$ cat src/rtl/e1rd_pkg.sv
package e1rd_pkg;
  // HDB3 substitution codes span four bit periods
  localparam int unsigned HDB3_SPAN = 4;

  typedef enum logic {
    POL_NEG = 1'b0,
    POL_POS = 1'b1
  } e1rd_pol_e;
endpackage

$ cat src/rtl/e1rd_pol_track.sv
module e1rd_pol_track
  import e1rd_pkg::*;
(
  input  logic clk,
  input  logic rst,
  input  logic enable,
  input  logic pos_in,
  input  logic neg_in,
  output logic any_mark,
  output logic both_rails,
  output logic bipolar_viol
);
  e1rd_pol_e last_q;
  logic      seen_q;
  logic      one_rail;
  e1rd_pol_e cur_pol;

  always_comb begin
    one_rail     = pos_in ^ neg_in;
    cur_pol      = pos_in ? POL_POS : POL_NEG;
    any_mark     = enable & (pos_in | neg_in);
    both_rails   = enable & pos_in & neg_in;
    bipolar_viol = enable & one_rail & seen_q & (cur_pol == last_q);
  end

  // polarity of the latest single-rail mark; cleared outside single-rail mode
  always_ff @(posedge clk) begin
    if (rst || !enable) begin
      seen_q <= 1'b0;
      last_q <= POL_NEG;
    end else if (one_rail) begin
      seen_q <= 1'b1;
      last_q <= cur_pol;
    end
  end
endmodule

$ cat src/rtl/e1rd_sr_pipe.sv
module e1rd_sr_pipe
  import e1rd_pkg::*;
#(
  parameter int unsigned DEPTH = HDB3_SPAN
) (
  input  logic clk,
  input  logic rst,
  input  logic flush,
  input  logic hdb3_en,
  input  logic any_mark,
  input  logic both_rails,
  input  logic bipolar_viol,
  output logic sr_data,
  output logic viol
);
  // stage holding the candidate B bit when a V arrives
  localparam int B_STG = int'(HDB3_SPAN) - 2;

  logic [DEPTH-1:0] mark_q;
  logic [DEPTH-1:0] flag_q;
  logic gap_clear;
  logic sub_hit;
  logic drop_b;

  always_comb begin
    gap_clear = ~|mark_q[B_STG-1:0];
    sub_hit   = hdb3_en & bipolar_viol & gap_clear & ~flag_q[B_STG];
    drop_b    = sub_hit & mark_q[B_STG];
  end

  always_ff @(posedge clk) begin
    if (rst || flush) begin
      mark_q <= '0;
      flag_q <= '0;
    end else begin
      mark_q[0] <= any_mark & ~sub_hit;
      flag_q[0] <= (bipolar_viol | both_rails) & ~sub_hit;
      for (int i = 1; i < int'(DEPTH); i++) begin
        if (i == B_STG + 1) mark_q[i] <= mark_q[i-1] & ~drop_b;
        else                mark_q[i] <= mark_q[i-1];
        flag_q[i] <= flag_q[i-1];
      end
    end
  end

  assign sr_data = mark_q[DEPTH-1];
  assign viol    = flag_q[DEPTH-1];

  // a flagged output bit is always a mark
  p_viol_marks_r2: assert property (@(posedge clk) disable iff (rst)
    viol |-> sr_data);

  // without HDB3 no mark is lost between the last two stages
  p_ami_keeps_marks_r1: assert property (@(posedge clk) disable iff (rst)
    (!hdb3_en && !flush && mark_q[DEPTH-2]) |=> mark_q[DEPTH-1]);

  // a recognised substitution enters the pipe silent
  p_sub_silent_r4: assert property (@(posedge clk) disable iff (rst)
    (sub_hit && !flush) |=> (!mark_q[0] && !flag_q[0]));

  // flushing empties the output stage
  p_flush_quiet_r8: assert property (@(posedge clk) disable iff (rst)
    flush |=> (!sr_data && !viol));
endmodule

$ cat src/rtl/e1rd_dr_out.sv
module e1rd_dr_out (
  input  logic clk,
  input  logic rst,
  input  logic enable,
  input  logic inv,
  input  logic pos_in,
  input  logic neg_in,
  output logic rp_data,
  output logic rn_data,
  output logic rclk_out
);
  logic low_act;

  assign low_act  = enable & inv;
  assign rclk_out = clk ^ low_act;

  always_ff @(posedge clk) begin
    if (rst || !enable) begin
      rp_data <= 1'b0;
      rn_data <= 1'b0;
    end else begin
      rp_data <= pos_in ^ inv;
      rn_data <= neg_in ^ inv;
    end
  end

  p_rail_true_r7: assert property (@(posedge clk) disable iff (rst)
    (enable && !inv) |=> (rp_data == $past(pos_in) && rn_data == $past(neg_in)));

  p_rail_low_r9: assert property (@(posedge clk) disable iff (rst)
    (enable && inv) |=> (rp_data == !$past(pos_in) && rn_data == !$past(neg_in)));

  p_rail_idle_r10: assert property (@(posedge clk) disable iff (rst)
    !enable |=> (!rp_data && !rn_data));
endmodule

$ cat src/rtl/e1_rx_rail_decoder.sv
module e1_rx_rail_decoder
  import e1rd_pkg::*;
#(
  parameter int unsigned SR_LATENCY = HDB3_SPAN
) (
  input  logic clk,
  input  logic rst,
  input  logic pos_pulse,
  input  logic neg_pulse,
  input  logic dual_rail,
  input  logic hdb3_en,
  input  logic inv_logic,
  output logic sr_data,
  output logic viol,
  output logic rp_data,
  output logic rn_data,
  output logic rclk_out
);
  logic any_mark;
  logic both_rails;
  logic bipolar_viol;

  e1rd_pol_track u_pol (
    .clk          (clk),
    .rst          (rst),
    .enable       (!dual_rail),
    .pos_in       (pos_pulse),
    .neg_in       (neg_pulse),
    .any_mark     (any_mark),
    .both_rails   (both_rails),
    .bipolar_viol (bipolar_viol)
  );

  e1rd_sr_pipe #(.DEPTH(SR_LATENCY)) u_pipe (
    .clk          (clk),
    .rst          (rst),
    .flush        (dual_rail),
    .hdb3_en      (hdb3_en),
    .any_mark     (any_mark),
    .both_rails   (both_rails),
    .bipolar_viol (bipolar_viol),
    .sr_data      (sr_data),
    .viol         (viol)
  );

  e1rd_dr_out u_dr (
    .clk      (clk),
    .rst      (rst),
    .enable   (dual_rail),
    .inv      (inv_logic),
    .pos_in   (pos_pulse),
    .neg_in   (neg_pulse),
    .rp_data  (rp_data),
    .rn_data  (rn_data),
    .rclk_out (rclk_out)
  );

  // no violation is reported once dual-rail mode has been sampled
  p_viol_off_dual_r8: assert property (@(posedge clk) disable iff (rst)
    dual_rail |=> !viol);
endmodule

$ cat config.mk
export PLATFORM = sky130hd
export DESIGN_NAME = e1_rx_rail_decoder
export DESIGN_NICKNAME = d
export VERILOG_FILES = /design/src/rtl/e1rd_pkg.sv /design/src/rtl/e1rd_pol_track.sv /design/src/rtl/e1rd_sr_pipe.sv /design/src/rtl/e1rd_dr_out.sv /design/src/rtl/e1_rx_rail_decoder.sv
export SDC_FILE = /design/constraint.sdc
export NUM_CORES = 1
export LEC_CHECK = 0
export BUFFER_PORTS_ARGS = -buffer_cell sky130_fd_sc_hd__buf_4
export CELL_PAD_IN_SITES_DETAIL_PLACEMENT = 1
export CELL_PAD_IN_SITES_GLOBAL_PLACEMENT = 1
export CORE_AREA = 2 2 39 41
export CTS_BUF_LIST = sky130_fd_sc_hd__clkbuf_4 sky130_fd_sc_hd__clkbuf_8
export CTS_CLUSTER_SIZE = 20
export DETAILED_ROUTE_END_ITERATION = 6
export DIE_AREA = 0 0 41 43
export PLACE_DENSITY_LB_ADDON = 0.05
export SETUP_SLACK_MARGIN = 0.4
export SLEW_MARGIN = 40
export SYNTH_ARGS = -nofsm -noshare
export SYNTH_HDL_FRONTEND = slang
export SYNTH_SLANG_ARGS = --single-unit
$ cat constraint.sdc
create_clock -name clk -period 1.91 [get_ports clk]
set_clock_uncertainty 0.15 [all_clocks]
set_input_delay 0.382 -clock clk [delete_from_list [all_inputs] [get_ports clk]]
set_output_delay 0.382 -clock clk [all_outputs]
set_load 0.005 [all_outputs]
[Word level (Yosys, flattened, before mapping)]
Index checks and enable logic that the tools add are counted.
Word-level totals
  logic and storage cells: 36
  bits of input ports: 7
  register bits: 12
  output and inout port bits: 5
Operators by class
  equality and inequality tests: 1
  reduce and logical (&&, ||, !) cells: 5
  bitwise gates (word level): 23
  mux-type cells: 1
Operators with widths (number)
  1-bit bitwise AND: 14
  1-bit XOR: 4
  1-bit NOT: 3
  1-bit logical NOT: 2
  1-bit logical OR: 2
  1-bit bitwise OR: 2
  2-bit OR reduction: 1
  1-bit == test: 1
  1-bit two-way mux: 1

[Depth between registers and ports, before layout]
  depth after elaboration: 10
  depth in mapped cells: 5
  mapped depth without buffers: 5

[Hierarchy]
Synthesis repeated with hierarchy kept, for this count alone.
Second synthesis, totals
  cells, all modules: 47
  area total of the unflattened synthesis: 466.7 µm²
Modules (own cells, without submodules)
  e1rd_sr_pipe: times used 1, seq. area each 160.2 µm², area an instance 261.5 µm², cells each 22
  e1rd_pol_track: times used 1, seq. area each 40.0 µm², area an instance 117.6 µm², cells each 15
  e1rd_dr_out: times used 1, seq. area each 40.0 µm², area an instance 83.8 µm², cells each 9
  e1_rx_rail_decoder: times used 1, seq. area each 0.0 µm², area an instance 3.8 µm², cells each 1

==> impl_metrics.toml <==
[synthesis]
syn-num-nets = 49
synth_compound_area_share_pct = 7.123
synthDominantCellAreaShare_pct = 52.60
synth_seq_area_share_pct = 52.60
synth_top_family_by_area = "simple AND/OR/NAND/NOR gates"
synth_seq_cells = 12
muxShareOfSynthArea_pct = 2.192
synth_cell_types = 18
yosys.area.top_type = "dfxtp_1"
synth-xor-area-share_pct = 9.315
netlist_top_cells_area = "dfxtp_1, xnor2_1, and2_1"
yosys_warnings = 0
syn_area_sq_um = 456.7
synthAdderAreaFrac_pct = 2.740
avgSynthCellArea_sq_um = 11.14
synthCells = 41
synth-simple-area-share_pct = 23.56

[clock_tree]
hold_buffers = 0
cts_tree = "built"
clkTransAtPathRegs_ns = 0.08
clkLatencyLatePin_ns = 0.38
postCtsSetupBuffers = 0

[routing]
drt-pass1-iter-count = 3
dr_wl_met3_microns = 51
routedWlPerCell_microns = 11.07
drtIter0Drc = 2
wirelength_microns = 830
dr_wl_met2_microns = 419
drc_errors = 0
drt-met1-wl_microns = 328
top_layer = "met4"
postRouteAntennaNets = 0
via_per_inst = 4.467
vias = 335

[critical_path]
endpoint_kind = "primary output"
worst-path-stages = 4
critPathBufInv = 3
cp_max_fo = 2
r2r_end = "u_pipe.flag_q[0]$_SDFF_PP0_"
crit_end = "rclk_out"
arrival_ns = 1.41
critPathKind = "clk -> out"
crit_start = "clk"
cp_cell_sequence = "buf_8 -> buf_8 -> xnor2_4 -> buf_6"
r2r_setup_slack_ns = 0.46
required_ns = 1.38
critPathLaunchType = "clock port"
crit_top_cell = "buf_8"
worst_r2r_path_depth = 3
slowest_stage = "xnor2_4"
cpPeakStageDelay_ns = 0.14
regToRegStartpoint = "u_pipe.mark_q[1]$_SDFF_PP0_"
cp_top_family = "buffers and inverters"

[timing]
rsz0062_at_grt = "yes"
maxSlewHeadroom_pct = 69.76
fin_ws_ns = -0.03029
setup_viol = 1
slew_violations = 0
hold_viol = 0
worstMarginPinSlew_ns = 0.4520

[global_route]
antenna_found_initial = 0
grt-ovfl-total = 0
grt_pass1_wl_microns = 1352
grt_usage_pct = 13.21
grt_pass1_vias = 358
grt_max_degree = 9

[place]
hpwl_microns = 622.5
port_buffers = 11
place.gp.congestion = 0.6561

[die]
pin_count = 12
die_area_sq_mm = 0.001763
chipHeight_microns = 43
die_width_microns = 41
rows = 14
initial_core_util_pct = 33.00
core_area_sq_mm = 0.001384

[power_and_ir_drop]
internal_power_uw = 628.6
netSwitchingFraction_pct = 22.68
pwr-share-clk_pct = 61.6
vdd_drop_max_v = 0.0005093
power.total_uw = 812.9
power_per_cell_area_mw_per_mm2 = 1231
power_frac_comb_pct = 6.3
p_leak_uw = 0.0003108
power_frac_seq_pct = 32.1
power.switching_uw = 184.4

[layout]
final_core_util_pct = 47.74
areaGrowthSynthToFinish_pct = 44.66
num-nets-final = 68
drive_gt1_share_pct = 40.68
num_antenna_cells = 0

[outcome]
failed_checks = "setup timing"
outcome = "finished with violations"

[worst_hold_path]
holdCritPathClass = "in -> reg"

[job]
cap_viol_max_count = 0
metrics by stage:
step,setup slack (ns),hold slack [ns],instances,instance area [sq um],setup TNS [ns]
after global placement,0.1988,0.2573,68,578.1,0
final,-0.03029,0.02329,75,660.6,-0.03029
after CTS,-0.05075,0.01469,75,658.1,-0.05075
after floorplan,0.3120,0.2436,41,475.5,0
after global routing,-0.05845,0.008240,75,660.6,-0.05845
after detailed placement,0.1855,0.2618,68,578.1,0
power groups by stage:
| stage | sequential, uW | combinational [uW] | clock, uW |
|---|---|---|---|
| after global placement | 266 | 49.6 | 95.1 |
| after CTS | 261 | 53.0 | 484 |
| after detailed placement | 267 | 51.5 | 95.1 |
| after global routing | 262 | 56.8 | 540 |
| final | 261 | 51.6 | 501 |
| after floorplan | 267 | 28.4 | 63.9 |
layout by cell type (no fill, tap or decap), drive strengths merged:
cell type	Yosys	routed
and2	5	5
nand2b	1	1
inv	3	3
nand3b	1	1
xnor2	3	3
o21a	2	2
or4b	1	1
buf	0	13
o31ai	1	1
dfxtp	12	12
ha	1	1
clkbuf	0	5
nand2	1	1
nor3b	1	1
mux2i	1	1
o211a	1	1
xor2	1	1
nor2	5	5
nor3	1	1
cells by family after synthesis:
family,count (synthesis)
compound gates,4
xor+xnor,4
fa+ha+maj,1
buf+inv,3
flops,12
mux,1
simple gates,16
flip-flops by register name, indices dropped and copies added, names as in the netlist:
| signal | count |
|---|---|
| u_dr.rn_data | 1 |
| u_pol.last_q | 1 |
| u_pipe.mark_q | 4 |
| u_pol.seen_q | 1 |
| u_pipe.flag_q | 4 |
| u_dr.rp_data | 1 |
worst reg2reg max path: stages (launching register included):
cell and delay (ns):
dfxtp_1 0.32, or4b_4 0.54, nor3b_1 0.15, o21a_1 0.18
layout make-up:
type | count | area [sq um]
Clock buffer | 8 | 85.08
Fill cell | 156 | 723.2
Inverter | 3 | 11.26
Multi-Input combinational cell | 26 | 229.0
Sequential cell | 12 | 240.2
Tap cell | 16 | 20.02
Timing Repair Buffer | 10 | 75.07
timing repair:
item                       4_1_cts  5_1_grt
pin swaps                        0        1
resized for setup                4        2
setup endpoints to repair        3        1
synthesized netlist by cell type, drive strengths merged:
cell type	count
xor2	1
nor3	1
and2	5
mux2i	1
nor3b	1
nand3b	1
o31ai	1
xnor2	3
o211a	1
o21a	2
nand2	1
ha	1
nand2b	1
dfxtp	12
or4b	1
nor2	5
inv	3
worst min path at each step:
stage / start / endpoint / slack (ns) / cells past startpoint
4_1_cts: rst / u_pol.last_q$_SDFFE_PP0N_ / 0.01 / 2
3_5_place_dp: u_pipe.mark_q[2]$_SDFF_PP0_ / u_pipe.mark_q[3]$_SDFF_PP0_ / 0.26 / 2
2_1_floorplan: u_pipe.mark_q[2]$_SDFF_PP0_ / u_pipe.mark_q[3]$_SDFF_PP0_ / 0.24 / 2
5_1_grt: rst / u_pol.last_q$_SDFFE_PP0N_ / 0.008 / 2
6_report: rst / u_pol.last_q$_SDFFE_PP0N_ / 0.02 / 2
3_3_place_gp: u_pipe.mark_q[2]$_SDFF_PP0_ / u_pipe.mark_q[3]$_SDFF_PP0_ / 0.26 / 2
metal layers:
layer  up-vias  GRT usage, %
met5         -             0
met3         4         8.377
met2         9         16.88
met1       153         12.70
met4         0         14.67
li1        169             -
Power figures use the tool's default switching activity.
